File: src/rtl/dhc_pkg.sv
package dhc_pkg;

    localparam int unsigned NUM_WIRES = 12;
    localparam int unsigned TICK_W    = 8;

    typedef enum logic [1:0] {
        WIN_NONE    = 2'd0,
        WIN_PROMPT  = 2'd1,
        WIN_DELAYED = 2'd2
    } win_t;

    // Window lookup for one tick; edges are exclusive upper bounds.
    function automatic win_t classify_tick(input int unsigned tick,
                                           input int unsigned p_end,
                                           input int unsigned d_end);
        if (tick < p_end)
            return WIN_PROMPT;
        else if (tick < d_end)
            return WIN_DELAYED;
        else
            return WIN_NONE;
    endfunction

endpackage

File: src/rtl/dhc_tick_counter.sv
module dhc_tick_counter #(
    parameter int unsigned TICK_W = dhc_pkg::TICK_W
) (
    input  logic              clk,
    input  logic              rst,
    input  logic              strobe,
    output logic [TICK_W-1:0] tick_now
);

    localparam logic [TICK_W-1:0] TICK_MAX = {TICK_W{1'b1}};

    logic [TICK_W-1:0] tick_q;

    always_comb begin
        if (strobe)
            tick_now = '0;
        else if (tick_q == TICK_MAX)
            tick_now = TICK_MAX;
        else
            tick_now = tick_q + 1'b1;
    end

    always_ff @(posedge clk) begin
        if (rst)
            tick_q <= TICK_MAX;
        else
            tick_q <= tick_now;
    end

    // once saturated, the count stays parked until a strobe
    assert_tick_parked_R4: assert property (@(posedge clk) disable iff (rst)
        (tick_q == TICK_MAX && !strobe) |=> (tick_q == TICK_MAX));

endmodule

File: src/rtl/dhc_wire_flags.sv
module dhc_wire_flags
    import dhc_pkg::*;
#(
    parameter int unsigned NUM_WIRES = dhc_pkg::NUM_WIRES
) (
    input  logic                 clk,
    input  logic                 rst,
    input  logic                 strobe,
    input  logic [NUM_WIRES-1:0] hits,
    input  win_t                 win,
    output logic [NUM_WIRES-1:0] prompt_q,
    output logic [NUM_WIRES-1:0] delayed_q
);

    logic in_prompt;
    logic in_delayed;

    assign in_prompt  = (win == WIN_PROMPT);
    assign in_delayed = (win == WIN_DELAYED);

    for (genvar w = 0; w < NUM_WIRES; w++) begin : g_wire
        logic p_bit;
        logic d_bit;

        always_ff @(posedge clk) begin
            if (rst) begin
                p_bit <= 1'b0;
                d_bit <= 1'b0;
            end else begin
                p_bit <= (p_bit & ~strobe) | (hits[w] & in_prompt);
                d_bit <= (d_bit & ~strobe) | (hits[w] & in_delayed);
            end
        end

        assign prompt_q[w]  = p_bit;
        assign delayed_q[w] = d_bit;
    end

    // outside both windows nothing may change
    assert_late_ignored_R4: assert property (@(posedge clk) disable iff (rst)
        (!strobe && win == WIN_NONE) |=>
            (prompt_q == $past(prompt_q) && delayed_q == $past(delayed_q)));

    // past the prompt edge the prompt flags are frozen
    assert_prompt_closed_R3: assert property (@(posedge clk) disable iff (rst)
        (!strobe && win != WIN_PROMPT) |=> (prompt_q == $past(prompt_q)));

    // flags are sticky inside a period
    assert_flags_sticky_R5: assert property (@(posedge clk) disable iff (rst)
        !strobe |=> (((prompt_q & $past(prompt_q)) == $past(prompt_q)) &&
                     ((delayed_q & $past(delayed_q)) == $past(delayed_q))));

    // a strobe with no hits starts the period empty
    assert_strobe_clears_R7: assert property (@(posedge clk) disable iff (rst)
        (strobe && hits == '0) |=> (prompt_q == '0 && delayed_q == '0));

endmodule

File: src/rtl/dhc_word_reg.sv
module dhc_word_reg #(
    parameter int unsigned WORD_W = 2 * dhc_pkg::NUM_WIRES
) (
    input  logic              clk,
    input  logic              rst,
    input  logic              strobe,
    input  logic [WORD_W-1:0] flags,
    output logic [WORD_W-1:0] word_q,
    output logic              valid_q
);

    always_ff @(posedge clk) begin
        if (rst) begin
            word_q  <= '0;
            valid_q <= 1'b0;
        end else begin
            valid_q <= strobe;
            if (strobe)
                word_q <= flags;
        end
    end

endmodule

File: src/rtl/drift_hit_classifier.sv
module drift_hit_classifier
    import dhc_pkg::*;
#(
    parameter int unsigned NUM_WIRES = dhc_pkg::NUM_WIRES,
    parameter int unsigned TICK_W    = dhc_pkg::TICK_W
) (
    input  logic                   clk,
    input  logic                   rst,
    input  logic                   xing_strobe,
    input  logic [NUM_WIRES-1:0]   hit_in,
    input  logic [TICK_W-1:0]      prompt_end,
    input  logic [TICK_W-1:0]      delayed_end,
    output logic [2*NUM_WIRES-1:0] word_out,
    output logic                   word_valid
);

    localparam int unsigned WORD_W = 2 * NUM_WIRES;

    logic [TICK_W-1:0]    tick_now;
    win_t                 win_now;
    logic [NUM_WIRES-1:0] prompt_flags;
    logic [NUM_WIRES-1:0] delayed_flags;

    dhc_tick_counter #(.TICK_W(TICK_W)) u_tick (
        .clk      (clk),
        .rst      (rst),
        .strobe   (xing_strobe),
        .tick_now (tick_now)
    );

    assign win_now = classify_tick(32'(tick_now), 32'(prompt_end), 32'(delayed_end));

    dhc_wire_flags #(.NUM_WIRES(NUM_WIRES)) u_flags (
        .clk       (clk),
        .rst       (rst),
        .strobe    (xing_strobe),
        .hits      (hit_in),
        .win       (win_now),
        .prompt_q  (prompt_flags),
        .delayed_q (delayed_flags)
    );

    dhc_word_reg #(.WORD_W(WORD_W)) u_out (
        .clk     (clk),
        .rst     (rst),
        .strobe  (xing_strobe),
        .flags   ({delayed_flags, prompt_flags}),
        .word_q  (word_out),
        .valid_q (word_valid)
    );

    // a valid pulse only ever follows a strobe
    assert_valid_after_strobe_R6: assert property (@(posedge clk) disable iff (rst)
        word_valid |-> $past(xing_strobe));

    // the word holds while no pulse is present
    assert_word_hold_R8: assert property (@(posedge clk) disable iff (rst)
        !word_valid |-> $stable(word_out));

endmodule

File: config.mk
export PLATFORM = sky130hd
export DESIGN_NAME = drift_hit_classifier
export DESIGN_NICKNAME = d
export VERILOG_FILES = /design/src/rtl/dhc_pkg.sv /design/src/rtl/dhc_tick_counter.sv /design/src/rtl/dhc_wire_flags.sv /design/src/rtl/dhc_word_reg.sv /design/src/rtl/drift_hit_classifier.sv
export SDC_FILE = /design/constraint.sdc
export NUM_CORES = 1
export LEC_CHECK = 0
export BUFFER_PORTS_ARGS = -buffer_cell sky130_fd_sc_hd__clkbuf_2
export CAP_MARGIN = 20
export CELL_PAD_IN_SITES_DETAIL_PLACEMENT = 0
export CELL_PAD_IN_SITES_GLOBAL_PLACEMENT = 1
export CORE_MARGIN = 2
export CORE_UTILIZATION = 30
export CTS_BUF_LIST = sky130_fd_sc_hd__clkbuf_2 sky130_fd_sc_hd__clkbuf_4 sky130_fd_sc_hd__clkbuf_8
export DETAILED_ROUTE_END_ITERATION = 6
export PLACE_DENSITY = 0.7
export SLEW_MARGIN = 40
export SYNTH_ARGS = -nofsm -noshare
export SYNTH_HDL_FRONTEND = slang
export SYNTH_HIERARCHICAL = 1
export SYNTH_SLANG_ARGS = --single-unit
File: constraint.sdc
create_clock -name clk -period 7.6 [get_ports clk]
set_input_delay 1.14 -clock clk [delete_from_list [all_inputs] [get_ports clk]]
set_output_delay 1.14 -clock clk [all_outputs]
set_load 0.02 [all_outputs]
==> results of run 1 <==
==> path summary, 6_finish.rpt <==
| path | cells after the start | from | to |
|---|---|---|---|
| hold / removal | 2 | u_flags/g_wire[10].d_bit | u_flags/g_wire[10].d_bit |
| setup / recovery | 12 | xing_strobe | u_flags/g_wire[9].p_bit |
| hold reg to reg | 2 | u_flags/g_wire[10].d_bit | u_flags/g_wire[10].d_bit |
| setup reg to reg | 11 | u_tick/tick_q[0] | u_flags/g_wire[9].p_bit |
==> per-stage QoR <==
stage               power (mW)  hold slack, ps
floorplan               0.4512           451.0
CTS                     0.7395           481.0
detailed placement      0.4672           471.2
global placement        0.4642           465.1
global route            0.7655           501.0
finish                  0.7255           478.5
==> report_power, final <==
part | total [mW] | internal (mW) | switching (mW)
clock | 0.266 | 0.147 | 0.118
sequential | 0.332 | 0.318 | 0.0136
combinational | 0.128 | 0.0565 | 0.0717
==> worst min-delay path: cells and delay by family, from the launching register on <==
family | cells | cell delay (ps)
compound gates | 1 | 70
buf+inv | 1 | 50
flops | 1 | 310
==> state kept, by name, indices dropped and copies added, names as in the netlist <==
| name | count |
|---|---|
| u_flags/g_wire.p_bit | 12 |
| u_out/word_q | 24 |
| u_out/valid_q | 1 |
| u_flags/g_wire.d_bit | 12 |
| u_tick/tick_q | 8 |
==> kinds of logic (layout without fill, tap and decap cells) <==
| logic type | Yosys count | count (layout) |
|---|---|---|
| buffers and inverters | 81 | 114 |
| and+or+nand+nor | 77 | 77 |
| DFF | 57 | 57 |
| AOI/OAI and AO/OA | 48 | 48 |
| muxes | 24 | 24 |
| adders and majority gates | 15 | 15 |
==> layout by cell type, fill, tap and decap left out, types with 4 or more instances in the layout <==
cell      count
clkbuf_2     54
inv_1        40
o31ai_1       5
a21oi_1       4
nor3_1        7
nor2_1       30
mux2i_1      24
clkbuf_8      9
dfxtp_1      57
nand2_1       5
ha_1         15
nand2b_4      7
o32ai_1       4
nand2b_1      8
o32ai_2      20
and3_1        5
==> per-layer routing <==
layer,vias to the layer above,routed length (µm),share of wire,GRT usage
met5,-,0,0,0
met4,0,112,0.020,0.05429
met3,11,259,0.045,0.02558
met2,53,2704,0.47,0.1776
met1,970,2653,0.46,0.1353
li1,1082,-,-,-
==> cell type report <==
| type | count | share of cell area |
|---|---|---|
| clock buffer | 9 | 0.03669 |
| clock inverter | 6 | 0.01779 |
| inverter | 41 | 0.04559 |
| multi-input combinational | 164 | 0.4207 |
| sequential | 57 | 0.3380 |
| tap | 133 | 0.04930 |
| timing repair buffer | 58 | 0.09192 |
==> impl_metrics.py, run 1 <==
metrics = {
    "floorplan": {
        "fp.coreArea_mm2": 0.009819,
        "die_x_um": 104.9,
        "die_height_um": 104.9,
        "num_rows": 36,
        "pin_count": 56,
        "dieArea_mm2": 0.01099,
        "start_util": 0.3108,
    },
    "yosys": {
        "yosysMostFrequentCell": "dfxtp_1",
        "synth_area_mm2": 0.003052,
        "muxShareOfSynthArea": 0.07872,
        "ys_ff_latch": 57,
        "yosysSeqAreaShare": 0.3739,
        "ys_warn_count": 6,
        "synth_edf_count": 0,
        "synthTopCellsByCount": "57 x dfxtp_1, 40 x inv_1, 30 x nor2_1",
        "ys_top_cells_by_area": "dfxtp_1 37%, o32ai_2 11%, mux2i_1 7.9%, buf_4 6.4%, ha_1 6.2%",
        "synth_top_area_frac": 0.3739,
        "yosys_most_used_dff": "dfxtp_1",
        "synthAdderAreaFrac": 0.06150,
        "avgSynthCellArea_um2": 10.10,
        "ys_types": 43,
        "synth_xor_area_frac": 0,
        "synth_top_family_by_area": "compound AO/OA/AOI/OAI gates",
        "yosysTopAreaCell": "dfxtp_1",
        "ys_async_sr_fraction": 0,
        "syn-instance-count": 302,
        "syn-num-nets": 348,
        "synth_compound_area_frac": 0.1775,
        "synth-simple-area-share": 0.1476,
    },
    "clocking": {
        "clock-sinks": 57,
        "root_buffer": "clkbuf_8",
        "htree_levels": 3,
        "cts_tree": "done",
        "clock_latency_ps": 330,
        "cts_hold_buffers": 0,
        "cts-buffers-inserted": 9,
        "ctsResizeCount": 0,
        "clk_path_buf_depth": 2,
        "clk_pin_slew_ps": 60,
        "post_cts_buffers": 0,
    },
    "route": {
        "drc_errors": 0,
        "dr.pass1.iters": 4,
        "vias": 2116,
        "drt_iter0_drc": 71,
        "routedWlPerCell_um": 12.24,
        "wl_um": 5730,
        "ant_nets": 0,
        "post_drt_via_cell_ratio": 4.521,
    },
    "hold_path": {
        "hp-class": "reg2reg",
    },
    "placed_design": {
        "dp_hpwl_um": 4107,
        "gp_congestion": 0.7864,
        "io_buffers": 55,
        "place_area_mm2": 0.003192,
        "placed_cells": 453,
        "place_ws_ps": 3412,
    },
    "sta": {
        "finalClockSkew_ps": 7.395,
        "setup_slack_ps": 3754,
        "setup_viol": 0,
        "slew_violations": 0,
        "min_period_ps": 3846,
        "slew_headroom": 0.4932,
        "max_freq_mhz": 260.0,
        "worstMarginPinSlew_ps": 760.2,
        "hold_viol": 0,
        "grt_setup_unrepaired": "no",
        "fin_setup_tns_ps": 0,
        "fin_crit_sh": 0.5060,
    },
    "finish": {
        "fin_nets": 377,
        "register_area_mm2": 0.001141,
        "multiInputGateArea_mm2": 0.001420,
        "final_cell_count_no_fill": 468,
        "diodes": 0,
        "num-fill-cells": 1056,
        "final_core_util": 0.3438,
        "fin_area_mm2": 0.003376,
        "syn_to_final_growth_pct": 10.62,
        "drive_gt1_frac": 0.3164,
    },
    "setup_path": {
        "cp.arrival_ps": 4010,
        "cpLargestDelayFamily": "simple AND/OR/NAND/NOR gates",
        "crit_type": "in2reg",
        "crit_chain": "buf_2 > buf_4 > inv_2 > and3_1 > or3_1 > ha_1 > o21a_1 > nor2_1 > o31a_1 > nor3b_2 > nand2b_1 > o32ai_2",
        "cp_slowest_stage_delay_ps": 620,
        "crit_fanout": 29,
        "critPathCaptureType": "flip-flop",
        "r2r_slack_ps": 4320,
        "crit_buf_inv": 3,
        "start_kind": "input port",
        "cp_slowest_cell": "nand2b_1",
        "worstPathRequired_ps": 7770,
    },
    "grt": {
        "grt_pass1_vias": 2077,
        "grt_pass1_wl_um": 9660,
        "antenna_found_initial": 0,
        "track_usage": 0.1094,
        "grt_max_degree": 67,
        "overflow": 0,
    },
    "power": {
        "vdd_drop_max_v": 0.00007188,
        "leakage_nw": 1.527,
        "cellPowerDensity_mw_per_mm2": 214.9,
    },
    "job": {
        "max_cap_viol_count": 0,
    },
    "run_status": {
        "status": "finished clean",
    },
}
(Power assumes the default switching activity.)
==> run 2, diff against run 1 <==
- ABC_AREA: not set -> 1
- PLACE_DENSITY: 0.7 -> 0.77
- clock period: 7.6 -> 3.3 ns (I/O delays scaled with it)
==> impl_metrics.py, run 2 <==
metrics = {
    "yosys": {
        "synth_area_mm2": 0.002908,
        "synthTopCellsByCount": "118 x nand2_1, 63 x inv_1, 57 x dfxtp_1",
        "ys_types": 20,
        "avgSynthCellArea_um2": 6.842,
        "synth_edf_count": 0,
        "ys_top_cells_by_area": "dfxtp_1 39%, nand2_1 15%, inv_1 8.1%, buf_4 7.7%, nor2_1 7.1%",
        "yosysTopAreaCell": "dfxtp_1",
        "ys_async_sr_fraction": 0,
        "yosysMostFrequentCell": "nand2_1",
        "ys_ff_latch": 57,
        "ys_warn_count": 6,
        "syn-num-nets": 471,
        "yosys_most_used_dff": "dfxtp_1",
        "syn-instance-count": 425,
        "yosysSeqAreaShare": 0.3924,
        "synth_top_area_frac": 0.3924,
    },
    "route": {
        "wl_met3_um": 301,
        "vias": 2457,
        "dr.max_layer_used": "met4",
        "wl_um": 6425,
        "ant_nets": 0,
        "routedWlPerCell_um": 10.91,
        "wl_met1_um": 3417,
        "wl_met2_um": 2627,
        "drt_iter0_drc": 160,
        "dr.pass1.iters": 4,
        "drc_errors": 0,
        "post_drt_via_cell_ratio": 4.171,
    },
    "sta": {
        "grt_setup_unrepaired": "no",
        "finalClockSkew_ps": 12.82,
        "min_period_ps": 2867,
        "fin_crit_sh": 0.8689,
        "setup_viol": 0,
        "slew_headroom": 0.5573,
        "fin_setup_tns_ps": 0,
        "slew_violations": 0,
        "max_freq_mhz": 348.8,
        "worstMarginPinSlew_ps": 663.4,
        "hold_viol": 0,
    },
    "floorplan": {
        "die_x_um": 102.5,
        "die_height_um": 102.5,
        "fp.coreArea_mm2": 0.009328,
        "pin_count": 56,
        "start_util": 0.3117,
        "dieArea_mm2": 0.01050,
        "num_rows": 35,
    },
    "finish": {
        "reg_top3": "u_out/word_q x24, u_flags/g_wire.d_bit x12, u_flags/g_wire.p_bit x12",
        "largest_reg_flops": 24,
        "fin_nets": 501,
        "final_cell_mix": "118 x nand2_1, 63 x inv_1, 57 x dfxtp_1",
        "drive_gt1_frac": 0.1826,
        "diodes": 0,
        "final_core_util": 0.3525,
        "final_cell_count_no_fill": 589,
        "syn_to_final_growth_pct": 13.08,
        "final_common_cell": "nand2_1",
        "regMostFlops": "u_out/word_q",
    },
    "setup_path": {
        "crit_fanout": 14,
        "start_kind": "flip-flop",
        "cp.arrival_ps": 3140,
        "critPathCaptureType": "flip-flop",
        "worstPathRequired_ps": 3570,
        "crit_type": "reg2reg",
    },
    "clocking": {
        "cts-buffers-inserted": 9,
        "clock_latency_ps": 350,
        "cts_tree": "done",
        "htree_levels": 3,
        "post_cts_buffers": 0,
        "root_buffer": "clkbuf_8",
        "clock-sinks": 57,
        "clk_path_buf_depth": 2,
        "clk_pin_slew_ps": 70,
        "ctsResizeCount": 0,
        "cts_hold_buffers": 0,
    },
    "power": {
        "leakage_nw": 1.723,
        "vdd_drop_max_v": 0.0001592,
        "totalPowerFinal_mw": 1.754,
        "cellPowerDensity_mw_per_mm2": 533.6,
    },
    "run_status": {
        "status": "finished clean",
    },
    "placed_design": {
        "gp_congestion": 0.8813,
        "io_buffers": 55,
        "dp_hpwl_um": 4868,
        "placed_cells": 573,
    },
    "grt": {
        "grt_max_degree": 52,
        "grt_pass1_vias": 2296,
        "track_usage": 0.1350,
        "antenna_found_initial": 0,
        "grt_pass1_wl_um": 10810,
        "overflow": 0,
    },
    "hold_path": {
        "hp-class": "in2reg",
    },
    "job": {
        "max_cap_viol_count": 0,
    },
}
## run 2: cell types whose count changed in the layout (fill, tap and decap cells not counted), moves of 5 or more
cell	delta
inv_1	+23
a21oi_1	+26
nor2_1	+25
nand2b_1	-8
and3_1	-5
nand2b_4	-7
nor3_1	-7
o32ai_2	-20
mux2i_1	-24
nand2_1	+113
o31ai_1	-5
nand3_1	+27
## run 2: metrics by stage
| step | hold WS [ps] | worst slack (ps) | cell area, µm² |
|---|---|---|---|
| 2_1_floorplan | 437.7 | 1120 | 2908 |
| 3_3_place_gp | 456.6 | 627.2 | 3084 |
| 3_5_place_dp | 455.5 | 499.2 | 3084 |
| 4_1_cts | 405.9 | 480.7 | 3288 |
| 5_1_grt | 426.1 | 115.3 | 3288 |
| 6_report | 415.1 | 432.6 | 3288 |
## run 2: path summary, 6_finish.rpt
check,cells after the start,start,to,slack [ps]
setup / recovery,17,u_tick/tick_q[0],u_flags/g_wire[11].p_bit,430
hold / removal,3,hit_in[1],u_flags/g_wire[1].d_bit,420
hold reg to reg,2,u_flags/g_wire[6].d_bit,u_flags/g_wire[6].d_bit,470
setup reg to reg,17,u_tick/tick_q[0],u_flags/g_wire[11].p_bit,430
## run 2: layout make-up
cell class / instances / area, µm²
Clock buffer: 10 / 137.6
Clock inverter: 6 / 66.31
Fill cell: 1043 / 6040
Inverter: 65 / 244.0
Multi-Input combinational cell: 264 / 1240
Sequential cell: 57 / 1141
Tap cell: 129 / 161.4
Timing Repair Buffer: 58 / 297.8
## run 2: cells by family after synthesis
logic type | Yosys count | synth area share
compound gates | 37 | 0.06670
xor+xnor | 1 | 0.003013
fa+ha+maj | 15 | 0.06454
buf+inv | 104 | 0.1812
flops | 57 | 0.3924
simple gates | 211 | 0.2922
## run 2: report_power, final
| part | internal (mW) | switching, mW | total (mW) | leakage, nW |
|---|---|---|---|---|
| Clock | 0.370 | 0.298 | 0.668 | 0.0949 |
| Combinational | 0.114 | 0.204 | 0.318 | 1.16 |
| Sequential | 0.738 | 0.0308 | 0.769 | 0.470 |
## run 2: metal layers
layer	GRT usage	vias to the layer above
met4	0.07077	0
met2	0.1870	55
met3	0.03283	6
li1	-	1329
met1	0.1921	1067
met5	0	-
## run 2: worst max-delay path: stages, from the launching register on
cell	delay [ps]
dfxtp_1	380
ha_1	200
nand2_2	70
nor2_2	120
nand2_2	120
nand3_1	110
nand2_1	70
inv_1	100
ha_1	250
a21oi_1	180
o21ai_0	120
a21oi_2	110
buf_4	180
nor2_1	60
buf_4	170
inv_1	240
nand3_1	170
a21oi_1	150
